[src/rtl/extcap_pkg.sv]
package extcap_pkg;

    localparam int NEXT_W      = 12;
    localparam int SPACE_BYTES = 1 << NEXT_W;
    localparam int DW_AW       = NEXT_W - 2;

    typedef struct packed {
        logic [NEXT_W-1:0] nxt;
        logic [3:0]        ver;
        logic [15:0]       id;
    } ext_hdr_t;

    typedef enum logic [2:0] {
        S_IDLE  = 3'd0,
        S_READ  = 3'd1,
        S_EVAL  = 3'd2,
        S_PATCH = 3'd3,
        S_WRITE = 3'd4
    } walk_state_e;

    typedef struct packed {
        walk_state_e       st;
        logic              app;
        logic [15:0]       id;
        logic [3:0]        ver;
        logic [NEXT_W-1:0] new_off;
        logic [NEXT_W-1:0] cur;
        logic [NEXT_W-1:0] prev;
        logic [NEXT_W-1:0] found;
        logic [19:0]       tail_low;
        logic              err;
        logic              done;
    } walk_regs_t;

endpackage

[src/rtl/extcap_off_check.sv]
module extcap_off_check
    import extcap_pkg::*;
#(
    parameter int LO = 256,
    parameter int HI = SPACE_BYTES - 8
) (
    input  logic [NEXT_W-1:0] off_i,
    output logic              ok_o
);
    always_comb begin
        ok_o = (32'(off_i) >= 32'(LO)) && (32'(off_i) <= 32'(HI)) && (off_i[1:0] == 2'b00);
    end
endmodule

[src/rtl/extcap_hop_limiter.sv]
module extcap_hop_limiter #(
    parameter int MAX_HOPS = 1024
) (
    input  logic clk,
    input  logic rst_n,
    input  logic clr_i,
    input  logic inc_i,
    output logic at_limit_o
);
    localparam int CW = $clog2(MAX_HOPS + 1);

    logic [CW-1:0] cnt_d, cnt_q;

    always_comb begin
        cnt_d = cnt_q;
        if (clr_i) begin
            cnt_d = '0;
        end else if (inc_i && (cnt_q != CW'(MAX_HOPS))) begin
            cnt_d = cnt_q + 1'b1;
        end
    end

    always_ff @(posedge clk or negedge rst_n) begin
        if (!rst_n) cnt_q <= '0;
        else        cnt_q <= cnt_d;
    end

    assign at_limit_o = (cnt_q == CW'(MAX_HOPS));
endmodule

[src/rtl/extcap_walker.sv]
module extcap_walker
    import extcap_pkg::*;
#(
    parameter int BASE_OFF = 256,
    parameter int MAX_HOPS = 1024
) (
    input  logic        clk,
    input  logic        rst_n,
    input  logic        start_i,
    input  logic        cmd_i,
    input  logic [15:0] id_i,
    input  logic [3:0]  ver_i,
    input  logic [11:0] off_i,
    input  logic [12:0] size_i,
    output logic        busy_o,
    output logic        done_o,
    output logic        err_o,
    output logic [11:0] found_off_o,
    output logic [11:0] prev_off_o,
    output logic        mem_en_o,
    output logic        mem_we_o,
    output logic [9:0]  mem_addr_o,
    output logic [31:0] mem_wdata_o,
    input  logic [31:0] mem_rdata_i
);
    localparam int LAST_HDR = SPACE_BYTES - 8;
    localparam int MIN_SIZE = 8;
    localparam logic [NEXT_W-1:0] BASE = NEXT_W'(BASE_OFF);

    walk_regs_t q, d;
    ext_hdr_t   hdr;
    logic       nxt_ok, app_off_ok, app_ok;
    logic       hop_clr, hop_inc, hop_full;

    assign hdr = ext_hdr_t'(mem_rdata_i);

    extcap_off_check #(.LO(BASE_OFF), .HI(LAST_HDR)) u_nxt_chk (
        .off_i (hdr.nxt),
        .ok_o  (nxt_ok)
    );

    extcap_off_check #(.LO(BASE_OFF), .HI(LAST_HDR)) u_app_chk (
        .off_i (off_i),
        .ok_o  (app_off_ok)
    );

    extcap_hop_limiter #(.MAX_HOPS(MAX_HOPS)) u_hops (
        .clk        (clk),
        .rst_n      (rst_n),
        .clr_i      (hop_clr),
        .inc_i      (hop_inc),
        .at_limit_o (hop_full)
    );

    assign app_ok = app_off_ok
                 && (size_i >= 13'(MIN_SIZE))
                 && ((14'(off_i) + 14'(size_i)) <= 14'(SPACE_BYTES));

    always_comb begin
        d           = q;
        d.done      = 1'b0;
        hop_clr     = 1'b0;
        hop_inc     = 1'b0;
        mem_en_o    = 1'b0;
        mem_we_o    = 1'b0;
        mem_addr_o  = '0;
        mem_wdata_o = '0;

        case (q.st)
            S_IDLE: begin
                if (start_i) begin
                    hop_clr   = 1'b1;
                    d.app     = cmd_i;
                    d.id      = id_i;
                    d.ver     = ver_i;
                    d.new_off = off_i;
                    d.cur     = BASE;
                    d.prev    = '0;
                    d.found   = '0;
                    d.err     = 1'b0;
                    if (cmd_i && !app_ok) begin
                        d.err  = 1'b1;
                        d.done = 1'b1;
                    end else if (cmd_i && (off_i == BASE)) begin
                        d.st = S_WRITE;
                    end else begin
                        d.st = S_READ;
                    end
                end
            end

            S_READ: begin
                mem_en_o   = 1'b1;
                mem_addr_o = q.cur[NEXT_W-1:2];
                hop_inc    = 1'b1;
                d.st       = S_EVAL;
            end

            S_EVAL: begin
                if ((q.cur == BASE) && (mem_rdata_i == '0)) begin
                    d.err  = q.app;
                    d.done = 1'b1;
                    d.st   = S_IDLE;
                end else if (!q.app && (hdr.id == q.id)) begin
                    d.found = q.cur;
                    d.done  = 1'b1;
                    d.st    = S_IDLE;
                end else if (hdr.nxt == '0) begin
                    d.prev = q.cur;
                    if (q.app) begin
                        d.tail_low = mem_rdata_i[19:0];
                        d.st       = S_PATCH;
                    end else begin
                        d.done = 1'b1;
                        d.st   = S_IDLE;
                    end
                end else if (!nxt_ok || hop_full) begin
                    d.err  = 1'b1;
                    d.done = 1'b1;
                    d.st   = S_IDLE;
                end else begin
                    d.prev = q.cur;
                    d.cur  = hdr.nxt;
                    d.st   = S_READ;
                end
            end

            S_PATCH: begin
                mem_en_o    = 1'b1;
                mem_we_o    = 1'b1;
                mem_addr_o  = q.prev[NEXT_W-1:2];
                mem_wdata_o = {q.new_off, q.tail_low};
                d.st        = S_WRITE;
            end

            S_WRITE: begin
                mem_en_o    = 1'b1;
                mem_we_o    = 1'b1;
                mem_addr_o  = q.new_off[NEXT_W-1:2];
                mem_wdata_o = {NEXT_W'(0), q.ver, q.id};
                d.found     = q.new_off;
                d.done      = 1'b1;
                d.st        = S_IDLE;
            end

            default: d.st = S_IDLE;
        endcase
    end

    always_ff @(posedge clk or negedge rst_n) begin
        if (!rst_n) q <= '0;
        else        q <= d;
    end

    assign busy_o      = (q.st != S_IDLE);
    assign done_o      = q.done;
    assign err_o       = q.err;
    assign found_off_o = q.found;
    assign prev_off_o  = q.prev;
endmodule

[config.mk]
export PLATFORM = sky130hd
export DESIGN_NAME = extcap_walker
export DESIGN_NICKNAME = d
export VERILOG_FILES = /design/src/rtl/extcap_pkg.sv /design/src/rtl/extcap_off_check.sv /design/src/rtl/extcap_hop_limiter.sv /design/src/rtl/extcap_walker.sv
export SDC_FILE = /design/constraint.sdc
export NUM_CORES = 1
export LEC_CHECK = 0
export BUFFER_PORTS_ARGS = -buffer_cell sky130_fd_sc_hd__buf_2
export CAP_MARGIN = 20
export CELL_PAD_IN_SITES_DETAIL_PLACEMENT = 2
export CELL_PAD_IN_SITES_GLOBAL_PLACEMENT = 2
export CORE_MARGIN = 2
export CORE_UTILIZATION = 29
export DETAILED_ROUTE_END_ITERATION = 16
export GPL_TIMING_DRIVEN = 0
export HOLD_SLACK_MARGIN = 0.05
export PLACE_DENSITY = 0.83
export SETUP_SLACK_MARGIN = 0.05
export SLEW_MARGIN = 10
export SYNTH_ARGS = -nofsm -noshare
export SYNTH_HDL_FRONTEND = slang
export SYNTH_SLANG_ARGS = --single-unit
[constraint.sdc]
create_clock -name clk -period 3.02 [get_ports clk]
set_clock_uncertainty 0.2 [all_clocks]
set_input_delay 0.604 -clock clk [delete_from_list [all_inputs] [get_ports clk]]
set_output_delay 0.604 -clock clk [all_outputs]
set_load 0.02 [all_outputs]
==> summary.md <==
| Metric | Value |
|---|---|
| Status | finished, final reports clean |
| Die ar. | approximately 23000 um^2 |
| Slew margin rel. | between 50% and 60% |
| Largest net degree at the start of global routing | 73 |
| RD Place Congestion | around 0.86 |
| Height of the die | approximately 150 um |
| Final setup violating endpoints | 0 |
| RSZ-0062 raised after global routing | true |
| Static Leak | roughly 0.0041 uW |
| WL per Instance | between 20 and 25 um |
| Final hold vios | 0 |
| Fmax | between 300 and 400 MHz |
| Post-Syn Area | 6340 um^2 |
| Max cap viols | 0 |
| Post-DP HPWL | ~18000 um |
| Most used flip-flop cell after synthesis | dfrtp_1 |
| Nets | approximately 940 |
| Chip width | between 150 and 200 um |
| Syn Nets | 778 |
| Post-synthesis sequential area ratio | about two fifths |
| Seq cells post-synth | about 110 |
| Post-place setup slack | -0.606 ns |
| Rows | 54 |
| Final WS setup | a little over 0.1 ns |
| Core area | 21600 um^2 |
| Post-place instance area | 7500 um^2 |
| Initial Util | between 20% and 30% |
| Pwr/cell area | just over 700 nW/um^2 |
| Remaining Overflow, GRT | 0 |
| CP endpoint kind | flop |
| P&R area growth vs syn | 26.0% |
| Yosys warns | 0 |
| Post-synthesis average cell area | 9.30 um^2 |
| CP Data Arrival Time | roughly 2.9 ns |
| Ant. Diodes | 0 |
| Yosys cell types | 70 |
| Final period util | 96.6% |
| Number of synthesized flops with an enable pin | 0 |
| Clk sinks | 105 |
| Iter 0 DRT Violations | 282 |
| Pre-antenna DRT Iters | 4 |
| Ports | approximately 150 |
| Worst path required time | just over 3 ns |
| TritonCTS clock tree | built |
| Vias in the first global route | between 6000 and 7000 |
| Routed WL | around 24000 um |
| Min Clock Period, post-route | ~2.9 ns |
| Slew Limit Fails | 0 |
| Class of the worst hold path | input port to flop |
| Setup CP Type | input port to flop |
| Final hold slack | 0.227 ns |
| Worst-path clk slew | about 0.07 ns |
| Initial antenna violation count | 0 |
| Vias | 5818 |
| Clock root buffer | clkbuf_16 |
| Max rail drop VDD | 0.271 mV |
| Startpoint types | input port |
| Crit path max fanout | 8 |
| PortBufs | 151 |
| Layout cells sized above 1 | between 20% and 30% |
| Number of fill cells | ~2400 |
| Antenna viol nets, final | 0 |
| Mapped Cells | between 600 and 700 |
| Drt drc | 0 |
| First-pass GRT wire length | about 38000 um |
| H-tree lvl count | 3 |
| Worst-case clock buffer depth | 2 |
| Cell area after layout | approximately 8000 um^2 |
| Clock Latency Late Sink | ~0.36 ns |
| All-layer global routing usage | a little over 20% |
| Total CTS buffers | 9 |
| Share of flip-flops with an asynchronous set or reset | between 90% and 100% |
| Worst-Margin Slew | between 0.6 and 0.7 ns |
| Overall power | around 5700 uW |
| Vias per inst | 5.14 |
## final cells by class
type | instances | area (um^2) | area share [%]
clock buffer | 11 | 243 | 3.04
tap | 280 | 350 | 4.38
buffer | 51 | 348 | 4.35
clock inverter | 5 | 55.1 | 0.689
multi-input combinational | 496 | 3410 | 42.6
sequential | 105 | 2630 | 32.9
timing repair buffer | 158 | 858 | 10.7
inverter | 27 | 101 | 1.27
## per-layer routing
metal / up-vias / part of all wire (%) / global-route usage (%)
met5: - / 0 / 0
met4: 0 / 2.4 / 6.68
met1: 2964 / 43 / 26.5
met2: 138 / 51 / 36.4
li1: 2690 / - / -
met3: 26 / 3.3 / 3.02
## cells in the mapped netlist, drive strengths merged (2+ instances only)
cell,instances,area [um^2]
a2111o,2,22.5
and4,7,61.3
o21a,2,15.0
nor3,12,71.3
xnor2,17,149
buf,35,253
nand2b,5,31.3
o31ai,2,15.0
or4,3,26.3
nor4,14,87.6
mux2,36,405
dfrtp,105,2630
xor2,9,78.8
nand2,160,601
a31oi,4,25.0
inv,27,101
a211oi,7,57.6
o22ai,2,12.5
and3,12,87.6
mux2i,29,290
nand3,10,50.1
nor2,27,104
nor2b,2,12.5
a22o,20,175
o21ai,17,85.1
ha,14,175
a211o,3,26.3
o211ai,2,15.0
o2111a,2,22.5
or3,2,17.5
a21oi,8,40.0
clkbuf,19,72.6
nand4,13,87.6
a221oi,2,23.8
and2,20,125
a21o,11,82.6
a2111oi,4,53.8
## per-stage QoR
stage                     TNS (ns)  utilization, %  cells
after CTS                        0            36.5   1130
after detailed placement    -12.78            34.7   1114
after global placement      -25.80            34.5   1113
after floorplan            -0.0937               -    682
after global routing             0            37.0   1133
final                            0            37.0   1133
## critical path: stages
cell	delay (ns)
buf_2	0.15
ha_1	0.32
buf_6	0.15
a21o_1	0.20
a211o_1	0.29
buf_4	0.16
and4_1	0.18
a2111o_1	0.38
nand3_1	0.20
a31o_1	0.23
a21oi_1	0.08
## cells in the final DEF, fill, tap and decap left out, drive strengths merged, types with 20 or more instances in the layout
master and n:
nand2 160, mux2 36, clkbuf 25, nor2 27, mux2i 29, dfrtp 105, and2 20, inv 27
buf 194, a22o 20
## cells by family (layout without fill, tap and decap cells)
kind of cell	Yosys count	after routing	synth area share, %
xor+xnor	26	26	3.59
flops	105	105	41.4
compound gates	95	95	11.6
simple gates	295	295	22.6
fa+ha+maj	15	15	3.08
mux	65	65	11.0
buf+inv	81	252	6.73
## power breakdown
group	switching, uW	internal [uW]	total, uW
sequential	381	1760	2150
clock	569	664	1230
combinational	1430	870	2300
## worst paths after layout
path                             endpoint  cells past startpoint      from  slack [ns]
min in group asynchronous           q[77]                      2     rst_n        0.50
max                                 q[91]                     11  off_i[2]        0.10
max reg2reg                found_off_o[8]                      8     q[77]        0.21
min                                 q[77]                      3   id_i[3]        0.23
min reg2reg                         q[73]                      2     q[73]        0.29
max in group asynchronous           q[61]                      3     rst_n        1.44
## flip-flops by register name (all words and copies together) (netlist names)
signal        count
done_o            1
err_o             1
found_off_o      12
prev_off_o       12
q                68
u_hops.cnt_q     11
## repair_timing
| item | in CTS | in global routing |
|---|---|---|
| buffers inserted | 2 | 3 |
| hold buffers | 1 | 0 |
| endpoints found under the hold margin | 33 | 0 |
| gates resized for setup | 23 | 27 |
| pin swaps | 7 | 5 |
| endpoints found under the setup margin | 54 | 54 |
(Power assumes the default switching activity.)
